File: config.mk
export PLATFORM = sky130hd
export DESIGN_NAME = cycle_timer_mon
export DESIGN_NICKNAME = d
export VERILOG_FILES = /design/src/rtl/cyc_pkg.sv /design/src/rtl/cyc_edge_sync.sv /design/src/rtl/cyc_timer_core.sv /design/src/rtl/cyc_monitor.sv /design/src/rtl/cycle_timer_mon.sv
export SDC_FILE = /design/constraint.sdc
export NUM_CORES = 1
export LEC_CHECK = 0
export ABC_CLOCK_PERIOD_IN_PS = 2000
export BUFFER_PORTS_ARGS = -buffer_cell sky130_fd_sc_hd__buf_2
export CAP_MARGIN = 15
export CORE_UTILIZATION = 30
export DETAILED_ROUTE_END_ITERATION = 12
export PLACE_DENSITY = 0.46
export SLEW_MARGIN = 25
export SYNTH_ARGS = -nofsm -noshare
export SYNTH_HDL_FRONTEND = slang
export SYNTH_SLANG_ARGS = --single-unit
File: constraint.sdc
create_clock -name clk -period 2 [get_ports clk]
set_input_delay 0.1 -clock clk [delete_from_list [all_inputs] [get_ports clk]]
set_output_delay 0.1 -clock clk [all_outputs]
set_load 0.05 [all_outputs]
File: src/rtl/cyc_pkg.sv
package cyc_pkg;
    typedef struct packed {
        logic started;
        logic done;
        logic lost;
        logic timeout;
    } cyc_evt_t;
endpackage

File: src/rtl/cyc_edge_sync.sv
module cyc_edge_sync (
    input  logic clk,
    input  logic rst_n,
    input  logic async_i,
    output logic rise_o
);
    typedef struct packed {
        logic s1;
        logic s2;
        logic s3;
    } sync_t;

    sync_t sync_d, sync_q;

    always_comb begin
        sync_d    = sync_q;
        sync_d.s1 = async_i;
        sync_d.s2 = sync_q.s1;
        sync_d.s3 = sync_q.s2;
    end

    always_ff @(posedge clk or negedge rst_n) begin
        if (!rst_n) sync_q <= '0;
        else        sync_q <= sync_d;
    end

    assign rise_o = sync_q.s2 & ~sync_q.s3;
endmodule

File: src/rtl/cyc_timer_core.sv
module cyc_timer_core #(
    parameter int OFFSET_MOD = 3072,
    parameter int COUNT_MOD  = 8000,
    parameter int SEC_W      = 7,
    parameter int OFF_W      = $clog2(OFFSET_MOD),
    parameter int CNT_W      = $clog2(COUNT_MOD)
) (
    input  logic             clk,
    input  logic             rst_n,
    input  logic             en_i,
    input  logic             src_sel_i,
    input  logic             strobe_rise_i,
    output logic [OFF_W-1:0] offset_o,
    output logic [CNT_W-1:0] count_o,
    output logic [SEC_W-1:0] sec_o,
    output logic             zero_evt_o,
    output logic             sec_inc_o
);
    localparam logic [OFF_W-1:0] OFF_LAST = OFF_W'(OFFSET_MOD - 1);
    localparam logic [CNT_W-1:0] CNT_LAST = CNT_W'(COUNT_MOD - 1);

    typedef struct packed {
        logic [SEC_W-1:0] sec;
        logic [CNT_W-1:0] cnt;
        logic [OFF_W-1:0] off;
        logic             sec_inc;
    } core_t;

    core_t core_d, core_q;
    logic  zero_d;
    logic  adv_cnt;

    always_comb begin
        core_d         = core_q;
        core_d.sec_inc = 1'b0;
        zero_d         = 1'b0;
        adv_cnt        = 1'b0;

        // Offset: a strobe in external mode overrides the tick
        if (src_sel_i && strobe_rise_i) begin
            core_d.off = '0;
            zero_d     = 1'b1;
            adv_cnt    = 1'b1;
        end else if (en_i) begin
            if (core_q.off == OFF_LAST) begin
                core_d.off = '0;
                zero_d     = 1'b1;
                adv_cnt    = !src_sel_i;
            end else begin
                core_d.off = core_q.off + OFF_W'(1);
            end
        end

        // Count and seconds
        if (adv_cnt) begin
            if (core_q.cnt == CNT_LAST) begin
                core_d.cnt     = '0;
                core_d.sec     = core_q.sec + SEC_W'(1);
                core_d.sec_inc = 1'b1;
            end else begin
                core_d.cnt = core_q.cnt + CNT_W'(1);
            end
        end
    end

    always_ff @(posedge clk or negedge rst_n) begin
        if (!rst_n) core_q <= '0;
        else        core_q <= core_d;
    end

    assign offset_o   = core_q.off;
    assign count_o    = core_q.cnt;
    assign sec_o      = core_q.sec;
    assign sec_inc_o  = core_q.sec_inc;
    assign zero_evt_o = zero_d;
endmodule

File: src/rtl/cyc_monitor.sv
module cyc_monitor
    import cyc_pkg::*;
#(
    parameter int TMO_TICKS = 3072,
    parameter int TMO_W     = $clog2(TMO_TICKS)
) (
    input  logic     clk,
    input  logic     rst_n,
    input  logic     zero_evt_i,
    input  logic     start_pkt_i,
    input  logic     fair_gap_i,
    input  logic     master_req_i,
    output logic     pending_o,
    output cyc_evt_t evt_o,
    output logic     master_active_o
);
    localparam logic [TMO_W-1:0] TMO_LAST = TMO_W'(TMO_TICKS - 1);

    typedef struct packed {
        logic             pending;
        logic             in_cyc;
        logic             one_roll;
        logic             master_en;
        logic [TMO_W-1:0] tmo_cnt;
        cyc_evt_t         evt;
    } mon_t;

    mon_t mon_d, mon_q;
    logic cyc_end;
    logic master_act;

    assign master_act = master_req_i & mon_q.master_en;

    always_comb begin
        mon_d             = mon_q;
        mon_d.evt         = '0;
        mon_d.evt.started = start_pkt_i;
        cyc_end           = 1'b0;

        // Re-arm the master role once the host withdraws its request
        if (!master_req_i) mon_d.master_en = 1'b1;

        // Cycle window: start opens, fair gap or timeout closes
        if (start_pkt_i) begin
            mon_d.in_cyc  = 1'b1;
            mon_d.tmo_cnt = '0;
        end else if (mon_q.in_cyc) begin
            if (fair_gap_i) begin
                mon_d.evt.done = 1'b1;
                mon_d.in_cyc   = 1'b0;
                cyc_end        = 1'b1;
            end else if (mon_q.tmo_cnt == TMO_LAST) begin
                mon_d.evt.timeout = 1'b1;
                mon_d.in_cyc      = 1'b0;
                mon_d.master_en   = 1'b0;
                cyc_end           = 1'b1;
            end else begin
                mon_d.tmo_cnt = mon_q.tmo_cnt + TMO_W'(1);
            end
        end

        // Pending level: set wins over clear
        if (zero_evt_i)   mon_d.pending = 1'b1;
        else if (cyc_end) mon_d.pending = 1'b0;

        // Lost-cycle history
        if (start_pkt_i || master_act) begin
            mon_d.one_roll = 1'b0;
        end else if (zero_evt_i) begin
            if (mon_q.one_roll) begin
                mon_d.evt.lost = 1'b1;
                mon_d.one_roll = 1'b0;
            end else begin
                mon_d.one_roll = 1'b1;
            end
        end
    end

    always_ff @(posedge clk or negedge rst_n) begin
        if (!rst_n) begin
            mon_q           <= '0;
            mon_q.master_en <= 1'b1;
        end else begin
            mon_q <= mon_d;
        end
    end

    assign pending_o       = mon_q.pending;
    assign evt_o           = mon_q.evt;
    assign master_active_o = master_act;
endmodule

File: src/rtl/cycle_timer_mon.sv
module cycle_timer_mon
    import cyc_pkg::*;
#(
    parameter int OFFSET_MOD = 3072,
    parameter int COUNT_MOD  = 8000,
    parameter int SEC_W      = 7,
    parameter int TMO_TICKS  = 3072,
    parameter int OFF_W      = $clog2(OFFSET_MOD),
    parameter int CNT_W      = $clog2(COUNT_MOD),
    parameter int TIMER_W    = SEC_W + CNT_W + OFF_W
) (
    input  logic               clk,
    input  logic               rst_n,
    input  logic               tick_en_i,
    input  logic               src_sel_i,
    input  logic               ext_cycle_i,
    input  logic               cycle_master_i,
    input  logic               start_pkt_i,
    input  logic               fair_gap_i,
    output logic [TIMER_W-1:0] timer_o,
    output logic               cyc_pending_o,
    output logic               cyc_started_o,
    output logic               cyc_done_o,
    output logic               cyc_lost_o,
    output logic               cyc_timeout_o,
    output logic               sec_inc_o,
    output logic               master_active_o
);
    logic             strobe_rise;
    logic             zero_evt;
    logic [OFF_W-1:0] offset;
    logic [CNT_W-1:0] count;
    logic [SEC_W-1:0] sec;
    cyc_evt_t         evt;

    cyc_edge_sync u_sync (
        .clk     (clk),
        .rst_n   (rst_n),
        .async_i (ext_cycle_i),
        .rise_o  (strobe_rise)
    );

    cyc_timer_core #(
        .OFFSET_MOD (OFFSET_MOD),
        .COUNT_MOD  (COUNT_MOD),
        .SEC_W      (SEC_W),
        .OFF_W      (OFF_W),
        .CNT_W      (CNT_W)
    ) u_core (
        .clk           (clk),
        .rst_n         (rst_n),
        .en_i          (tick_en_i),
        .src_sel_i     (src_sel_i),
        .strobe_rise_i (strobe_rise),
        .offset_o      (offset),
        .count_o       (count),
        .sec_o         (sec),
        .zero_evt_o    (zero_evt),
        .sec_inc_o     (sec_inc_o)
    );

    cyc_monitor #(
        .TMO_TICKS (TMO_TICKS)
    ) u_mon (
        .clk             (clk),
        .rst_n           (rst_n),
        .zero_evt_i      (zero_evt),
        .start_pkt_i     (start_pkt_i),
        .fair_gap_i      (fair_gap_i),
        .master_req_i    (cycle_master_i),
        .pending_o       (cyc_pending_o),
        .evt_o           (evt),
        .master_active_o (master_active_o)
    );

    assign timer_o       = {sec, count, offset};
    assign cyc_started_o = evt.started;
    assign cyc_done_o    = evt.done;
    assign cyc_lost_o    = evt.lost;
    assign cyc_timeout_o = evt.timeout;
endmodule

==> run_results.csv <==
group,metric,value,unit
synthesis,synth-edff-count,0,
routing,wl_per_cell,14.1,um
synthesis,synth_top_area_frac,0.492,
sta,maxSlewHeadroom,0.719,
cells_and_area,multi_input_area,0.00136,mm2
synthesis,synth_nets,283,
setup_path,crit_fanout,10,
floorplan,die_w,98.6,um
place,dpl_cell_area,0.00335,mm2
synthesis,yosys_most_used_dff,"dfrtp_1",
floorplan,initial_utilization,0.315,
power_and_ir_drop,power_density,778,mW/mm2
synthesis,syn_inst,271,
synthesis,synth.cells.most_frequent,"dfrtp_1 (55), nand2_1 (22), nor2_1 (18)",
cells_and_area,diodes,0,
global_routing,track_usage,0.137,
sta,fin_worst_skew,5.83,ps
cts,htree_levels,2,
setup_path,worst-path-stages,6,
sta,post-route-period-util,0.945,
sta,setup_ws,110,ps
synthesis,yosysTopAreaCell,"dfrtp_1",
synthesis,synthArstFlopShare,1.00,
setup_path,worstReg2RegEnd,"u_mon.mon_q[9]",
global_routing,grt_antenna_before_repair,0,
synthesis,ys_seq_elements,56,
setup_path,path_buf_inv,1,
setup_path,cpPeakStageDelay,630,ps
cells_and_area,regArea,0.00142,mm2
synthesis,syn_area,0.00280,mm2
cells_and_area,layout.nets,358,
setup_path,rr_startpoint,"u_mon.mon_q[5]",
routing,wl,6.40,mm
cells_and_area,final_layout_size_suffix_gt1_frac,0.303,
synthesis,ys_seq_area_frac,0.501,
sta,tns,0,ps
outcome,status,"finished, final reports clean",
power_and_ir_drop,total_power,2.72,mW
sta,finalHoldViolations,0,
sta,grt_setup_unrepaired,"no",
setup_path,reg2regPathDepth,6,
run,drv_cap,0,
synthesis,avgSynthCellArea,10.3,um2
cts,clkSinkCount,56,
routing,drt_iter0_drc,88,
hold_path,hold_class,"in2reg",
setup_path,arrival,2130,ps
hold_path,hp-start,"fair_gap_i",
place,dp_hpwl,4.56,mm
setup_path,cp_slowest_cell,"or4b_2",
floorplan,core_area,0.00889,mm2
cts,path_clk_slew,100,ps
routing,viasPerCell,5.09,
setup_path,cp_top_family,"simple AND/OR/NAND/NOR gates",
cts,cts_buffers,5,
setup_path,worstPathCellList,"ha_1 > nand3_1 > o31ai_1 > buf_4 > or4b_2 > a21oi_1",
floorplan,rows,34,
sta,period_minus_slack,1890,ps
sta,setup_viol,0,
power_and_ir_drop,power_leakage,1.65,nW
global_routing,grt_pass1_vias,2184,
sta,fmax,529,MHz
cells_and_area,stdcell_area,0.00350,mm2
routing,drc,0,
global_routing,grt_first_pass_wirelength,10.7,mm
cells_and_area,area_growth,25.0,%
sta,slew_viol_final,0,
hold_path,min_to,"u_mon.evt_o[2]",
synthesis,yosysUniqueCellTypes,52,
power_and_ir_drop,ir_worst_vdd,308,uV
global_routing,grt-ovfl-total,0,
hold_path,holdPathStages,2,
routing,ant_nets,0,
place,pre_cts_ws,64.3,ps
floorplan,num_io_pins,47,
setup_path,path_class,"reg2reg",
cts,root_buffer,"clkbuf_8",
floorplan,die-area,0.00972,mm2
cts,cts_tree,"yes",
synthesis,yosys.cell_count.top_type,"dfrtp_1",
cts,clkLatencyLatePin,310,ps
place,routabilityCongestion,0.739,
synthesis,synth_warnings,0,
setup_path,worst_setup_path_end_kind,"flip-flop",
synthesis,synthTopCellsByArea,"dfrtp_1 (49%), xor2_1 (4.1%), nand3_1 (3.0%)",
floorplan,die_y,98.6,um
routing,vias,2316,
cts,clock_path_buffers,2,
place,portBuffers,46,
cells_and_area,nFillCells,917,
sta,worst_pin_slew,422,ps
setup_path,start_kind,"flip-flop",
global_routing,grt_max_degree,41,
setup_path,cp_data_required_time,2240,ps
routing,dr.pass1.iters,4,
setup_path,regToRegSetupSlack,110,ps
==> what timing repair did <==
action	CTS	global route
hold buffers	3	0
buffers inserted	0	4
setup endpoints to repair	0	5
gates resized for setup	0	0
endpoints found under the hold margin	18	0
==> where the power goes <==
group	switching [mW]	internal (mW)	leakage, nW
combinational	0.513	0.210	0.876
clock	0.368	0.278	0.0510
sequential	0.118	1.23	0.719
total	0.999	1.72	1.65
==> area by class of cell <==
class | count | area share
inverter | 7 | 0.00751
clock inverter | 2 | 0.00286
timing repair buffer | 74 | 0.135
multi-input combinational | 202 | 0.387
clock buffer | 6 | 0.0236
tap | 108 | 0.0386
sequential | 56 | 0.405
==> stage by stage <==
step / utilization / std cells / hold WS (ps)
after floorplan: - / 271 / -196
after global placement: 0.376 / 440 / 61.4
after detailed placement: 0.376 / 440 / 66.0
after CTS: 0.390 / 451 / 44.7
after global routing: 0.393 / 455 / 57.0
final: 0.393 / 455 / 63.4
==> worst max-delay path by stage <==
stage	startpoint	end	slack, ps
after floorplan	u_core.offset_o[0]	u_core.count_o[8]	-20
after global placement	u_core.offset_o[0]	u_core.sec_o[4]	100
after detailed placement	u_core.offset_o[0]	u_core.sec_o[4]	60
after CTS	u_core.offset_o[0]	u_core.sec_o[4]	40
after global routing	u_core.offset_o[0]	u_core.sec_o[4]	20
final	u_mon.mon_q[5]	u_mon.mon_q[9]	110
==> worst reg2reg max path: stages (launching register included) <==
cell and delay [ps]:
dfrtp_1 430, ha_1 220, nand3_1 110, o31ai_1 100, buf_4 180, or4b_2 630
a21oi_1 150
==> cells by family after synthesis <==
family                     count (synthesis)  share of synthesized area
and+or+nand+nor                          131                      0.279
DFF                                       56                      0.501
AOI/OAI and AO/OA                         42                     0.0992
xor gates and xnor gates                  19                     0.0595
buffers and inverters                     13                     0.0210
muxes                                      6                     0.0224
adders and majority gates                  4                     0.0179
==> flip-flops by register name, summed over array words and instances, names as in the netlist <==
name,count
u_core.count_o,13
u_core.offset_o,12
u_core.sec_inc_o,1
u_core.sec_o,7
u_mon.evt_o,4
u_mon.mon_q,15
u_mon.pending_o,1
u_sync.sync_d,2
u_sync.sync_q,1
==> placed cells by master, fill, tap and decap left out, drive strengths merged, types with 4 or more instances in the layout <==
master / n
or3: 4
and4: 6
dfrtp: 55
clkbuf: 6
nor3: 10
o21ai: 11
buf: 71
o31ai: 4
mux2i: 4
nor4: 4
xnor2: 6
xor2: 13
nand2b: 7
a21oi: 11
inv: 7
and3: 8
ha: 4
nand2: 22
nand4: 11
nand3: 17
or4: 6
nor2: 18
==> per-layer routing <==
metal,global-route usage,vias up,share of wire
li1,-,1147,-
met1,0.191,1117,0.50
met2,0.212,47,0.45
met3,0.0284,5,0.042
met5,0,-,0
met4,0.0436,0,0.012
Power figures use the tool's default switching activity.
